### src/rtl/uart_irq_pkg.sv
package uart_irq_pkg;
  localparam int REG_W  = 8;
  localparam int IER_W  = 4;
  localparam int CODE_W = 4;

  // enable bit positions, decoded by the register file's software view
  localparam int EN_RX    = 0;
  localparam int EN_THRE  = 1;
  localparam int EN_LINE  = 2;
  localparam int EN_MODEM = 3;

  typedef enum logic [CODE_W-1:0] {
    CODE_MODEM = 4'h0,
    CODE_NONE  = 4'h1,
    CODE_THRE  = 4'h2,
    CODE_LINE  = 4'h6,
    CODE_RXDAT = 4'hC
  } irq_code_e;
endpackage

### src/rtl/uart_irq_enable.sv
module uart_irq_enable
  import uart_irq_pkg::*;
#(
  parameter int DW = REG_W,
  parameter int EW = IER_W
) (
  input  logic          clk,
  input  logic          rst_n,
  input  logic          wr,
  input  logic [DW-1:0] wdata,
  output logic [EW-1:0] en_q,
  output logic          thre_en_rise
);
  logic unused_hi;
  assign unused_hi = ^wdata[DW-1:EW];

  always_ff @(posedge clk or negedge rst_n) begin
    if (!rst_n)  en_q <= '0;
    else if (wr) en_q <= wdata[EW-1:0];
  end

  assign thre_en_rise = wr && !en_q[EN_THRE] && wdata[EN_THRE];
endmodule

### src/rtl/uart_irq_thre_track.sv
module uart_irq_thre_track (
  input  logic clk,
  input  logic rst_n,
  input  logic set_data,
  input  logic set_edge,
  input  logic rd_clear,
  output logic pending
);
  always_ff @(posedge clk or negedge rst_n) begin
    if (!rst_n)                    pending <= 1'b0;
    else if (set_data || set_edge) pending <= 1'b1;
    else if (rd_clear)             pending <= 1'b0;
  end
endmodule

### src/rtl/uart_irq_prio.sv
module uart_irq_prio
  import uart_irq_pkg::*;
#(
  parameter int DW = REG_W,
  parameter int EW = IER_W
) (
  input  logic [EW-1:0] en,
  input  logic          overrun,
  input  logic          rx_nonempty,
  input  logic          thre_pending,
  input  logic          modem_delta,
  input  logic          fifo_en,
  output irq_code_e     code,
  output logic [DW-1:0] id_byte
);
  localparam int FLAG_LO = DW - 2;

  always_comb begin
    if (overrun && en[EN_LINE])               code = CODE_LINE;
    else if (rx_nonempty && en[EN_RX])        code = CODE_RXDAT;
    else if (thre_pending && en[EN_THRE])     code = CODE_THRE;
    else if (modem_delta && en[EN_MODEM])     code = CODE_MODEM;
    else                                      code = CODE_NONE;
  end

  assign id_byte[CODE_W-1:0] = code;

  for (genvar i = CODE_W; i < DW; i++) begin : g_hi
    if (i >= FLAG_LO) begin : g_flag
      assign id_byte[i] = fifo_en;
    end else begin : g_zero
      assign id_byte[i] = 1'b0;
    end
  end
endmodule

### src/rtl/uart_irq_ident.sv
module uart_irq_ident
  import uart_irq_pkg::*;
(
  input  logic             clk,
  input  logic             rst_n,
  input  logic             ier_wr,
  input  logic [REG_W-1:0] ier_wdata,
  input  logic             thr_wr,
  input  logic             iir_rd,
  input  logic             overrun,
  input  logic             rx_nonempty,
  input  logic             modem_delta,
  input  logic             fifo_en,
  output logic [IER_W-1:0] ier_val,
  output logic [REG_W-1:0] iir_byte,
  output logic             irq
);
  logic      edge_set;
  logic      thre_pend;
  irq_code_e code;

  uart_irq_enable #(.DW(REG_W), .EW(IER_W)) en_i (
    .clk(clk), .rst_n(rst_n), .wr(ier_wr), .wdata(ier_wdata),
    .en_q(ier_val), .thre_en_rise(edge_set)
  );

  uart_irq_thre_track thre_i (
    .clk(clk), .rst_n(rst_n), .set_data(thr_wr), .set_edge(edge_set),
    .rd_clear(iir_rd && (code == CODE_THRE)), .pending(thre_pend)
  );

  uart_irq_prio #(.DW(REG_W), .EW(IER_W)) prio_i (
    .en(ier_val), .overrun(overrun), .rx_nonempty(rx_nonempty),
    .thre_pending(thre_pend), .modem_delta(modem_delta), .fifo_en(fifo_en),
    .code(code), .id_byte(iir_byte)
  );

  always_ff @(posedge clk or negedge rst_n) begin
    if (!rst_n) irq <= 1'b0;
    else        irq <= (code != CODE_NONE);
  end
endmodule

### config.mk
export PLATFORM = sky130hd
export DESIGN_NAME = uart_irq_ident
export DESIGN_NICKNAME = d
export VERILOG_FILES = /design/src/rtl/uart_irq_pkg.sv /design/src/rtl/uart_irq_enable.sv /design/src/rtl/uart_irq_thre_track.sv /design/src/rtl/uart_irq_prio.sv /design/src/rtl/uart_irq_ident.sv
export SDC_FILE = /design/constraint.sdc
export NUM_CORES = 1
export LEC_CHECK = 0
export ABC_AREA = 1
export CELL_PAD_IN_SITES_DETAIL_PLACEMENT = 0
export CELL_PAD_IN_SITES_GLOBAL_PLACEMENT = 1
export CORE_MARGIN = 1
export CORE_UTILIZATION = 19
export CTS_CLUSTER_DIAMETER = 40
export CTS_CLUSTER_SIZE = 8
export DETAILED_ROUTE_END_ITERATION = 10
export HOLD_SLACK_MARGIN = 0.12
export PLACE_DENSITY_LB_ADDON = 0.1
export RECOVER_POWER = 100
export SLEW_MARGIN = 20
export SYNTH_ARGS = -nofsm -noshare
export SYNTH_HDL_FRONTEND = slang
export SYNTH_SLANG_ARGS = --single-unit
### constraint.sdc
create_clock -name clk -period 1.08 [get_ports clk]
set_input_delay 0.216 -clock clk [delete_from_list [all_inputs] [get_ports clk]]
set_output_delay 0.216 -clock clk [all_outputs]
set_load 0.005 [all_outputs]
==> results by group, run 1 <==
Status
  – Status: complete, but fails checks
  – Failing checks: negative setup slack

Detailed routing
  – Via count: 367
  – Antenna Violating Nets Remaining: 0
  – Residual DRC: 0
  – DR iter-0 viols: 2
  – Drt total wl: 921 um
  – Vias per cell: 3.67
  – DR pass1 iterations: 4
  – WL/cell: 9.21 um

Floorplan
  – I/O Pins: 30
  – Chip Width: 44.6 um
  – Die Y: 44.6 um
  – Rows: 15
  – Total core area: 0.00171 sq mm
  – Die area: 0.00199 sq mm
  – Starting Density: 20.2%

Power and ir drop
  – Sw frac: 25.9%
  – Internal Power: 533 uW
  – Peak VDD IR: 0.000338 V
  – Psw: 186 uW
  – Clock share of power: 27.7%
  – Power per standard cell area: 1030 mW/mm^2
  – Power share of the combinational group: 36.3%
  – Flop pwr share: 35.9%
  – Leakage: 0.000360 uW

Worst setup path
  – Worst Path Buf+Inv: 3
  – Delay-heaviest family, CP: flip-flops
  – WP data arrival: 1.14 ns
  – Critical path required time: 0.86 ns
  – R2R setup slack: 0.08 ns
  – Most common cell on crit path: buf_6
  – Critical-path top delay cell: dfrtp_1
  – Setup crit end kind: output pin
  – Worst reg2reg path depth: 6
  – Critical path class: reg2out
  – R2r endpoint: thre_i.pending
  – CP max stage delay: 0.38 ns
  – CP max FO: 2
  – Nature of the critical path startpoint: flip-flop
  – Worst-path cell chain: buf_6, buf_6, a21oi_4, a21oi_1, buf_2
  – R2R Path Start: en_i.en_q[0]

Clock tree
  – Clk buf depth: 2
  – CTS tree: built
  – Insertion delay to the later sink of the worst-skew pair: 0.24 ns
  – Sink Count: 6
  – Root Driver: clkbuf_4
  – Hold Buf Count CTS: 0
  – CTS buffer count: 3
  – Clk slew on worst S/H paths: 0.05 ns
  – H-tree depth: 1

Synth
  – Synth cell count leaders: 11 x nand2_1, 8 x inv_1, 6 x dfrtp_1
  – Top-count cell post-synth: nand2_1
  – Netlist cell types: 12
  – Top_reg_cell synth: dfrtp_1
  – Synth top area share: 43.5%
  – Avg Inst Size Synth: 8.22 sq um
  – Post-synth top area cell: dfrtp_1
  – Register area share after synthesis: 43.5%
  – Number of synthesized flops with an enable pin: 0
  – Synth top area cells: dfrtp_1 43%, nand2_1 12%, buf_4 8.7%
  – Synthesized cell area: 345 sq um
  – Async set or reset register ratio after synthesis: 100%
  – Yosys reg bits: 6
  – Mapped Cells: 42
  – Yosys warning total: 0

STA
  – Final setup violating endpoints: 6
  – Setup TNS: -0.974 ns
  – Worst Slack Setup Final: -0.272 ns
  – Final hold violations: 0
  – Clock Skew: 0.00782 ns
  – Max Clk Rate: 740 MHz
  – Final min period: 1.35 ns
  – Slew Limit Fails: 0
  – WHS: 0.286 ns
  – Final period utilization: 125%
  – RSZ-0062 raised after global routing: yes

Final layout
  – Nets: 94
  – Layout cell share with drive strength beyond 1: 44.0%
  – Area grow syn2layout: 103%
  – Non-filler instance count after layout: 100
  – Antenna fix cells: 0
  – Final core occ: 41.0%
  – FILL cells: 180

GRT
  – GRT overflow: 0
  – Largest net degree at the start of global routing: 10
  – Total GRT Usage: 10.6%
  – Initial antenna violation count: 0
  – Vias in the first global route: 359
  – First-pass GRT wire length: 1460 um

Place
  – Dpl ws: -0.617 ns
  – HPWL after DPL: 634 um
  – Cell count after placement: 89
  – # port buffers: 20
  – Final GP Congestion: 0.677

Min path
  – Min-Delay Path Class: in2async

Flow run
  – Max Cap Violations: 0
-- cell usage in the layout, fill, tap and decap left out, drive strengths merged --
cell           instances
clkdlybuf4s15          1
nand2                 13
buf                   22
conb                   2
nand3                  2
o21ai                  4
a21oi                  2
dlygate4sd2            2
dlygate4sd3            1
clkbuf                 3
nand4                  1
inv                    8
clkdlybuf4s50          8
dfrtp                  6
-- per-stage QoR --
stage,power [uW],instance area [sq um]
6_report,719,699
5_1_grt,767,699
4_1_cts,708,672
3_5_place_dp,472,584
3_3_place_gp,474,584
2_1_floorplan,336,349
-- sequential cells by signal (all words and copies together), names as in the netlist --
register / count
irq: 1
thre_i.pending: 1
en_i.en_q: 4
-- per-layer routing --
| layer | up-vias | track usage [%] | wire [um] |
|---|---|---|---|
| met5 | - | 0 | 0 |
| met3 | 2 | 5.71 | 69 |
| met2 | 14 | 15.9 | 479 |
| met4 | 0 | 5.45 | 4 |
| met1 | 163 | 12.2 | 369 |
| li1 | 188 | - | - |
-- worst max-delay path by stage --
stage                  endpoint  cells after the start          from
finish              iir_byte[1]                      5  en_i.en_q[2]
global route        iir_byte[1]                      5  en_i.en_q[2]
CTS                 iir_byte[1]                      5  en_i.en_q[2]
global placement    iir_byte[1]                      4       overrun
detailed placement  iir_byte[1]                      4       overrun
floorplan           iir_byte[1]                      3  en_i.en_q[0]
-- what timing repair did --
item,4_1_cts,5_1_grt
setup endpoints to repair,9,9
setup buffers,9,5
resized for setup,44,9
pin swaps,4,2
-- power by group through the flow --
stage          combinational (uW)  sequential [uW]  clock (uW)
3_5_place_dp                  210              262           0
6_report                      261              258         199
2_1_floorplan                70.1              266           0
3_3_place_gp                  213              261           0
4_1_cts                       244              258         206
5_1_grt                       285              260         222
-- area by class of cell --
class / count / area [sq um] / area share, %
repair buffers: 34 / 314 / 44.9
multi-input cells: 24 / 151 / 21.6
flip-flops and latches: 6 / 150 / 21.5
well taps: 25 / 31.3 / 4.47
inverters: 8 / 30.0 / 4.29
clock buffers: 3 / 22.5 / 3.22
-- logic make-up after synthesis --
logic type / count (synthesis) / synth area share [%]
simple gates: 16 / 25.0
buf+inv: 13 / 20.7
compound gates: 6 / 9.78
flops: 6 / 43.5
other cells: 1 / 1.09
Power figures use the tool's default switching activity.
==> inputs of run 2 (changes only) <==
- CORE_AREA: not set -> 2 2 39 41
- CORE_MARGIN: 1 -> not set
- CORE_UTILIZATION: 19 -> not set
- DIE_AREA: not set -> 0 0 41 43
- DONT_BUFFER_PORTS: not set -> 1
==> run 2 against run 1 <==
The run still ends with negative setup slack left. Clock power barely moved. Sequential share of layout area grew 9.9 points. Final cell count down 33%. Sequential power up 5%. Core utilization fell by 6.1 points.
==> results by group, run 2 (same netlist as run 1, synthesis figures left out) <==
Worst setup path
  – R2R Path Start: en_i.en_q[0]
  – Critical path class: reg2out
  – Critical Path Source: en_i.en_q[0]
  – Setup crit end kind: output pin
  – Critical path required time: 0.86 ns (about the same)
  – Nature of the critical path startpoint: flip-flop
  – WP data arrival: 0.96 ns (-0.18 ns)
  – CP max FO: 4 (+2)

Place
  – Placed Area: 328 sq um (-44%)
  – Cell count after placement: 54 (-39%)
  – Dpl ws: 0.0868 ns (+0.704 ns)
  – # port buffers: 0 (-100%)
  – Final GP Congestion: 0.619 (-8.7%)

Floorplan
  – Total core area: 0.00138 sq mm (-19%)
  – Starting Density: 25.0% (+4.7 points)
  – I/O Pins: 30 (unchanged)
  – Chip Width: 41 um (-8.1%)
  – Die area: 0.00176 sq mm (-11%)
  – Die Y: 43 um (-3.7%)
  – Rows: 14 (-1)

Final layout
  – Area grow syn2layout: 39.9%
  – Commonest cells after routing, fill and taps aside: 9 x nand2_1, 7 x inv_1, 7 x dlygate4sd3_1, 5 x dfrtp_1, 4 x o21ai_0
  – Final non-filler cell area: 483 sq um (-31%)
  – Nets: 70 (-26%)
  – Max reg flops: 4 (unchanged)
  – Biggest regs: en_i.en_q x4, irq x1, thre_i.pending x1
  – Most common cell after layout, fill and taps aside: nand2_1
  – Largest Register: en_i.en_q
  – Layout cell share with drive strength beyond 1: 33.3% (-11 points)
  – Non-filler instance count after layout: 67 (-33%)
  – FILL cells: 138 (-23%)
  – Antenna fix cells: 0 (unchanged)

Detailed routing
  – Vias per cell: 4.16 (+13%)
  – Drt total wl: 738 um (-20%)
  – Antenna Violating Nets Remaining: 0 (unchanged)
  – DR iter-0 viols: 2 (unchanged)
  – WL/cell: 11.0 um (+20%)
  – Residual DRC: 0 (unchanged)
  – DR pass1 iterations: 2 (-2)
  – Via count: 279 (-24%)

STA
  – Final setup violating endpoints: 4 (-2)
  – Final period utilization: 109% (-16 points)
  – Final hold violations: 0 (unchanged)
  – Slew Limit Fails: 0 (unchanged)
  – WHS: 0.133 ns (-0.153 ns)
  – Worst Slack Setup Final: -0.101 ns (+0.171 ns)
  – Max Clk Rate: 847 MHz (+15%)
  – Clock Skew: 0.00340 ns (-0.00442 ns)
  – Final min period: 1.18 ns (-0.171 ns)
  – RSZ-0062 raised after global routing: yes

Power and ir drop
  – Leakage: 0.000242 uW (-33%)
  – Power per standard cell area: 1220 mW/mm^2 (+18%)
  – Power, Total: 588 uW (-18%)
  – Peak VDD IR: 0.000579 V (+71%)

Min path
  – HP Start: overrun
  – Min-Delay Path Class: in2reg

GRT
  – Vias in the first global route: 255 (-29%)
  – Total GRT Usage: 10.7% (+0.038 points)
  – Initial antenna violation count: 0 (unchanged)
  – First-pass GRT wire length: 1120 um (-23%)
  – Largest net degree at the start of global routing: 9 (-1)
  – GRT overflow: 0 (unchanged)

Clock tree
  – Clk slew on worst S/H paths: 0.04 ns (about the same)
  – Insertion delay to the later sink of the worst-skew pair: 0.24 ns (about the same)
  – Clk buf depth: 2 (unchanged)
  – CTS buffer count: 3 (unchanged)
  – H-tree depth: 1 (unchanged)
  – CTS tree: built
  – Root Driver: clkbuf_4
  – Sink Count: 6 (unchanged)

Flow run
  – Max Cap Violations: 0 (unchanged)

Status
  – Failing checks: negative setup slack
  – Status: complete, but fails checks
==> run 2: cell types whose count changed in the layout (fill, tap and decap cells not counted), sizes merged <==
cell and delta:
buf -19, dlygate4sd3 +6, dlygate4sd2 -2, clkdlybuf4s50 -8, clkdlybuf4s15 -1
==> run 2: final timing paths <==
kind | slack (ns) | cells past startpoint | to
setup reg to reg | 0.05 | 6 | thre_i.pending
min in group asynchronous | 0.29 | 1 | en_i.en_q[3]
hold reg to reg | 0.56 | 2 | irq
setup / recovery | -0.10 | 3 | iir_byte[1]
hold / removal | 0.13 | 2 | irq
max in group asynchronous | 0.56 | 1 | en_i.en_q[2]
==> run 2: final cells by class <==
class / count / area [sq um] / share of cell area (%)
multi-input cells: 24 / 163 / 33.7
well taps: 16 / 20.0 / 4.15
inverters: 8 / 30.0 / 6.22
flip-flops and latches: 6 / 151 / 31.3
clock buffers: 3 / 22.5 / 4.66
repair buffers: 10 / 96.3 / 19.9
==> run 2: power by group <==
group | switching [uW] | internal (uW) | leakage (uW)
Clock | 74.5 | 125 | 0.0000138
Combinational | 57.9 | 58.1 | 0.000161
Sequential | 25.0 | 247 | 0.0000675
Total | 157 | 431 | 0.000242
==> run 2: timing repair <==
action	4_1_cts	5_1_grt
pin swaps	3	4
endpoints found under the hold margin	11	0
endpoints found under the setup margin	4	5
setup buffers	3	1
hold buffers	7	0
gates resized for setup	7	3
==> run 2: critical path, cell delays in order (launching register included) <==
cell and delay, ns:
dfrtp_1 0.42, nand2_4 0.10, a21oi_4 0.15, a21oi_2 0.06
==> run 2: stage by stage <==
stage                     util, %  setup TNS (ns)
after floorplan                 -               0
after global placement       23.7               0
after detailed placement     23.7               0
after CTS                    34.1          -0.379
after global routing         34.9          -0.477
final                        34.9          -0.257
==> run 2: routing by layer <==
metal,up-vias,global-route usage (%),routed length [um]
met3,2,10.5,107
met4,0,6.00,8
met1,120,9.35,243
met2,18,15.0,378
li1,139,-,-
met5,-,0,0
